<file path="src/rtl/mbx_pkg.sv">
package mbx_pkg;

    typedef enum logic [1:0] {
        SEL_CTRL = 2'd0,
        SEL_TX   = 2'd1,
        SEL_RX   = 2'd2,
        SEL_NONE = 2'd3
    } mbx_sel_e;

    typedef enum logic {
        SLOT_EMPTY = 1'b0,
        SLOT_FULL  = 1'b1
    } slot_state_e;

    typedef enum logic {
        LOSS_CLEAR = 1'b0,
        LOSS_SET   = 1'b1
    } loss_state_e;

    localparam int unsigned BIT_TXF  = 0;
    localparam int unsigned BIT_RXF  = 1;
    localparam int unsigned BIT_LOST = 2;

endpackage

</file>
<file path="src/rtl/mbx_decode.sv">
module mbx_decode
    import mbx_pkg::*;
#(
    parameter int unsigned DATA_W = 32
) (
    input  logic              hnd_we,
    input  logic              hnd_re,
    input  logic [1:0]        hnd_sel,
    input  logic [DATA_W-1:0] hnd_wdata,
    output logic              tx_wr,
    output logic              rx_rd,
    output logic              loss_clr
);

    mbx_sel_e sel;

    always_comb begin
        sel      = mbx_sel_e'(hnd_sel);
        tx_wr    = 1'b0;
        rx_rd    = 1'b0;
        loss_clr = 1'b0;
        unique case (sel)
            SEL_CTRL: loss_clr = hnd_we && hnd_wdata[BIT_LOST];
            SEL_TX:   tx_wr    = hnd_we;
            SEL_RX:   rx_rd    = hnd_re;
            SEL_NONE: ;
        endcase
    end

endmodule

</file>
<file path="src/rtl/mbx_tx_slot.sv">
module mbx_tx_slot
    import mbx_pkg::*;
#(
    parameter int unsigned DATA_W = 32
) (
    input  logic              clk,
    input  logic              rst_n,
    input  logic              wr,
    input  logic [DATA_W-1:0] wr_data,
    input  logic              rd,
    output logic [DATA_W-1:0] word,
    output logic              full
);

    slot_state_e       state_q, state_d;
    logic [DATA_W-1:0] data_q, data_d;

    // Next-state: EMPTY->FULL on write, FULL->EMPTY on debugger read.
    always_comb begin
        state_d = state_q;
        data_d  = data_q;
        unique case (state_q)
            SLOT_EMPTY: begin
                if (wr) begin
                    state_d = SLOT_FULL;
                    data_d  = wr_data;
                end
            end
            SLOT_FULL: begin
                if (rd) state_d = SLOT_EMPTY;
            end
        endcase
    end

    always_ff @(posedge clk) begin
        if (!rst_n) begin
            state_q <= SLOT_EMPTY;
            data_q  <= '0;
        end else begin
            state_q <= state_d;
            data_q  <= data_d;
        end
    end

    always_comb begin
        full = (state_q == SLOT_FULL);
        word = data_q;
    end

endmodule

</file>
<file path="src/rtl/mbx_rx_slot.sv">
module mbx_rx_slot
    import mbx_pkg::*;
#(
    parameter int unsigned DATA_W = 32
) (
    input  logic              clk,
    input  logic              rst_n,
    input  logic              wr,
    input  logic [DATA_W-1:0] wr_data,
    input  logic              rd,
    input  logic              loss_clr,
    output logic [DATA_W-1:0] rd_word,
    output logic              full,
    output logic              lost
);

    slot_state_e       state_q, state_d;
    loss_state_e       loss_q, loss_d;
    logic [DATA_W-1:0] data_q, data_d;

    // Slot: a write always lands; a read empties only when unopposed.
    always_comb begin
        state_d = state_q;
        data_d  = wr ? wr_data : data_q;
        unique case (state_q)
            SLOT_EMPTY: if (wr) state_d = SLOT_FULL;
            SLOT_FULL:  if (!wr && rd) state_d = SLOT_EMPTY;
        endcase
    end

    // Loss flag: a write onto a pending word sets it and wins over a clear.
    always_comb begin
        loss_d = loss_q;
        unique case (loss_q)
            LOSS_CLEAR: if (wr && state_q == SLOT_FULL) loss_d = LOSS_SET;
            LOSS_SET:   if (loss_clr && !(wr && state_q == SLOT_FULL))
                            loss_d = LOSS_CLEAR;
        endcase
    end

    always_ff @(posedge clk) begin
        if (!rst_n) begin
            state_q <= SLOT_EMPTY;
            loss_q  <= LOSS_CLEAR;
            data_q  <= '0;
        end else begin
            state_q <= state_d;
            loss_q  <= loss_d;
            data_q  <= data_d;
        end
    end

    always_comb begin
        full    = (state_q == SLOT_FULL);
        lost    = (loss_q == LOSS_SET);
        rd_word = wr ? wr_data : data_q;
    end

endmodule

</file>
<file path="src/rtl/dbg_mailbox.sv">
module dbg_mailbox
    import mbx_pkg::*;
#(
    parameter int unsigned DATA_W = 32
) (
    input  logic              clk,
    input  logic              rst_n,
    input  logic              hnd_we,
    input  logic              hnd_re,
    input  logic [1:0]        hnd_sel,
    input  logic [DATA_W-1:0] hnd_wdata,
    output logic [DATA_W-1:0] hnd_rdata,
    input  logic              dbg_tx_rd,
    output logic [DATA_W-1:0] dbg_tx_word,
    input  logic              dbg_rx_wr,
    input  logic [DATA_W-1:0] dbg_rx_word,
    output logic              flag_tx_full,
    output logic              flag_rx_full,
    output logic              flag_lost
);

    logic              tx_wr, rx_rd, loss_clr;
    logic [DATA_W-1:0] rx_rd_word;
    logic [DATA_W-1:0] ctrl_word;

    mbx_decode #(.DATA_W(DATA_W)) u_dec (
        .hnd_we    (hnd_we),
        .hnd_re    (hnd_re),
        .hnd_sel   (hnd_sel),
        .hnd_wdata (hnd_wdata),
        .tx_wr     (tx_wr),
        .rx_rd     (rx_rd),
        .loss_clr  (loss_clr)
    );

    mbx_tx_slot #(.DATA_W(DATA_W)) u_tx (
        .clk     (clk),
        .rst_n   (rst_n),
        .wr      (tx_wr),
        .wr_data (hnd_wdata),
        .rd      (dbg_tx_rd),
        .word    (dbg_tx_word),
        .full    (flag_tx_full)
    );

    mbx_rx_slot #(.DATA_W(DATA_W)) u_rx (
        .clk      (clk),
        .rst_n    (rst_n),
        .wr       (dbg_rx_wr),
        .wr_data  (dbg_rx_word),
        .rd       (rx_rd),
        .loss_clr (loss_clr),
        .rd_word  (rx_rd_word),
        .full     (flag_rx_full),
        .lost     (flag_lost)
    );

    always_comb begin
        ctrl_word           = '0;
        ctrl_word[BIT_TXF]  = flag_tx_full;
        ctrl_word[BIT_RXF]  = flag_rx_full;
        ctrl_word[BIT_LOST] = flag_lost;
    end

    always_comb begin
        unique case (mbx_sel_e'(hnd_sel))
            SEL_CTRL: hnd_rdata = ctrl_word;
            SEL_TX:   hnd_rdata = dbg_tx_word;
            SEL_RX:   hnd_rdata = rx_rd_word;
            SEL_NONE: hnd_rdata = '0;
        endcase
    end

endmodule

</file>
<file path="config.mk">
export PLATFORM = sky130hd
export DESIGN_NAME = dbg_mailbox
export DESIGN_NICKNAME = d
export VERILOG_FILES = /design/src/rtl/mbx_pkg.sv /design/src/rtl/mbx_decode.sv /design/src/rtl/mbx_tx_slot.sv /design/src/rtl/mbx_rx_slot.sv /design/src/rtl/dbg_mailbox.sv
export SDC_FILE = /design/constraint.sdc
export NUM_CORES = 1
export LEC_CHECK = 0
export BUFFER_PORTS_ARGS = -buffer_cell sky130_fd_sc_hd__buf_2
export CORE_MARGIN = 5
export CORE_UTILIZATION = 46
export DETAILED_ROUTE_END_ITERATION = 6
export PLACE_DENSITY = 0.84
export SYNTH_ARGS = -nofsm -noshare
export SYNTH_HDL_FRONTEND = slang
export SYNTH_SLANG_ARGS = --single-unit
export TNS_END_PERCENT = 5
</file>
<file path="constraint.sdc">
create_clock -name clk -period 1.5 [get_ports clk]
set_clock_uncertainty 0.05 [all_clocks]
set_input_delay 0.15 -clock clk [delete_from_list [all_inputs] [get_ports clk]]
set_output_delay 0.15 -clock clk [all_outputs]
set_load 0.02 [all_outputs]
</file>
==> reports/metrics.csv <==
stage,metric,value,unit
status,status,"finished, final reports clean",
timing,FMAX,742,MHz
synthesis,top post-synthesis cells by area,"dfxtp_1 (45%), mux2i_1 (23%), o2bb2ai_1 (8.6%)",
final_layout,NumNets Final,503,
critical_path,"Largest stage delay, worst path",0.39,ns
final_layout,final core utilization,61.7,%
critical_path,CP endpoint kind,primary output,
final_layout,layout cells sized above 1,36.5,%
flow_run,Max-Cap Viols,0,
clock_tree,Worst-path clk slew,0.07,ns
critical_path,FF-to-FF setup slack,0.17,ns
critical_path,arrival time worst endpoint,1.15,ns
final_layout,Syn-to-layout area delta,31.5,%
power,Max rail drop VDD,852,uV
critical_path,Critical Path RT,1.30,ns
detailed_routing,DRT iter0 DRCs,69,
synthesis,Post-Syn Nets,372,
critical_path,reg-to-reg critical path endpoint,u_tx.word[13],
critical_path,R2R depth,3,
power,Pleak,1.85,nW
clock_tree,CTS tree,done,
synthesis,"Avg Cell Area, Syn",9.87,sq um
floorplanning,Die W,90.2,um
critical_path,Setup crit start kind,register,
floorplanning,I/O pins,139,
hold_path,Worst Hold Endpoint,u_tx.word[17],
detailed_routing,DR vias,2579,
synthesis,number of flops mapped to enable cells by yosys,0,
hold_path,Hold Path Stages,3,
timing,Hold Fails Final Rpt,0,
grt,initial antenna violation count,0,
critical_path,WP buf/inv,1,
grt,first-pass GRT wire length,12300,um
hold_path,beginning of the worst hold path,hnd_wdata[17],
final_layout,n_diodes,0,
grt,vias in the first global route,2682,
grt,largest net degree at the start of global routing,52,
synthesis,yosys warns,0,
detailed_routing,total wire length,7310,um
place,Detailed Place HPWL,5350,um
synthesis,"Primary FF master, synth",dfxtp_1,
critical_path,Critical R2R Launch,u_tx.full,
synthesis,most frequent cells after synthesis,"dfxtp_1 (67), mux2i_1 (67), nand2_1 (65), nor2b_1 (33), o2bb2ai_1 (29)",
timing,Slew headroom,75.1,%
floorplanning,initial core utilization,46.9,%
clock_tree,H-tree Lvls,3,
grt,aggregate global-route resource usage,17.8,%
clock_tree,# Post-CTS Setup Buffers,0,
place,IO buf count,138,
synthesis,Synth Register Bits,67,
detailed_routing,Detail Route Antenna Nets,0,
timing,RSZ-0062 raised after global routing,false,
synthesis,ys async rst share,0,%
critical_path,slowest CP cell,dfxtp_1,
clock_tree,Clock Root Buffer,clkbuf_8,
clock_tree,# clock sinks,67,
floorplanning,Cell Rows,29,
clock_tree,Clock Latency Late Sink,0.31,ns
detailed_routing,DR pass1 iterations,4,
floorplanning,chip height,90.2,um
timing,Final period util,89.9,%
grt,grt total ovfl,0,
timing,Least-Margin Pin Slew,0.373,ns
synthesis,Synth area leader,dfxtp_1,
floorplanning,core box area,0.00631,sq mm
place,global placer's final weighted congestion,0.775,
critical_path,CP top delay family,flip-flops,
floorplanning,die area,0.00814,sq mm
timing,setup TNS,0,ns
clock_tree,CTS Buffer Depth,2,
critical_path,Critical Path Fanout Max,4,
critical_path,Crit Path Class,reg2out,
synthesis,Yosys cell types,18,
detailed_routing,DRC Markers,0,
synthesis,Cells after Synth,300,
hold_path,Hold Crit Class,in2reg,
timing,fin crit period,1.35,ns
timing,Final Setup Violations,0,
synthesis,sequential share of the synthesized area,45.3,%
critical_path,CP cell instances,"mux2i_1, o22ai_1, buf_2",
detailed_routing,Vias per Instance,5.03,
power,Cell Pwr Density,959,mW/mm^2
detailed_routing,wire per inst,14.3,um
synthesis,post-synth top area share,45.3,%
clock_tree,post-cts gate resize count,0,
clock_tree,Inserted Clock Buffers,9,
synthesis,Post-Syn Area,0.00296,sq mm
timing,fin. max-slew vios,0,
clock_tree,hold_buf cts,0,
==> sequential cells by signal, indices dropped and copies added, names as in the netlist <==
| register | flops |
|---|---|
| u_rx.data_q | 32 |
| u_rx.full | 1 |
| u_rx.lost | 1 |
| u_tx.full | 1 |
| u_tx.word | 32 |
==> worst reg2reg max path, stage by stage (launching register included) <==
cell and delay (ns):
dfxtp_1 0.34, and4bb_2 0.35, buf_12 0.26, mux2i_1 0.26
==> power breakdown <==
group | switching [mW] | total, mW | internal (mW)
logic | 0.348 | 0.625 | 0.277
registers | 0.0402 | 1.91 | 1.86
clock network | 0.609 | 1.20 | 0.595
==> cell usage in the layout, fill, tap and decap left out, types with 2 or more instances in the layout <==
master         instances
nor2b_1               33
buf_2                138
nand2b_1               2
clkbuf_1               4
mux2i_1               67
dfxtp_1               67
clkinv_2               3
dlygate4sd3_1          2
clkbuf_8               9
buf_12                 6
o2bb2ai_1             29
nand2_1               65
o22ai_1                3
==> per-layer routing <==
metal	vias to the layer above	global-route usage, %	share of wire (%)
li1	1289	-	-
met1	1188	20.1	41
met2	94	30.1	48
met3	8	7.60	9.2
met4	0	6.20	1.0
met5	-	0	0
==> final cells by class <==
| class | count | area, sq um |
|---|---|---|
| sequential | 67 | 1340 |
| multi-input combinational | 206 | 1470 |
| fill | 551 | 2420 |
| tap | 77 | 96.3 |
| clock inverter | 3 | 15.0 |
| clock buffer | 13 | 139 |
| timing repair buffer | 147 | 838 |
==> metrics by stage <==
stage | cells | setup WS, ns | hold slack [ns] | instance area [sq um] | total power [mW]
after global placement | 495 | 0.215 | 0.346 | 3720 | 2.55
after CTS | 511 | 0.139 | 0.00140 | 3870 | 3.78
after global routing | 513 | 0.0532 | 0.00582 | 3890 | 3.93
after detailed placement | 495 | 0.173 | 0.352 | 3720 | 2.57
after floorplan | 300 | 0.183 | 0.242 | 2960 | 2.33
final | 513 | 0.152 | 0.0170 | 3890 | 3.73
==> cell families after synthesis <==
| family | Yosys count | share of synthesized area, % |
|---|---|---|
| multiplexers | 67 | 22.6 |
| AO/OA/AOI/OAI | 35 | 10.0 |
| AND/OR/NAND/NOR | 104 | 16.8 |
| flip-flops | 67 | 45.3 |
| buffers and inverters | 27 | 5.24 |
==> how the worst max path moves through the flow <==
stage	start	to	slack, ns	cells after the start
final	u_rx.full	hnd_rdata[1]	0.15	3
after global routing	u_tx.full	hnd_rdata[0]	0.05	3
after CTS	u_rx.full	hnd_rdata[1]	0.14	3
after detailed placement	u_tx.full	u_tx.word[13]	0.17	3
after global placement	hnd_sel[0]	hnd_rdata[23]	0.21	5
after floorplan	u_tx.full	u_tx.full	0.18	4
No activity file was read; power rests on OpenSTA's default activity.
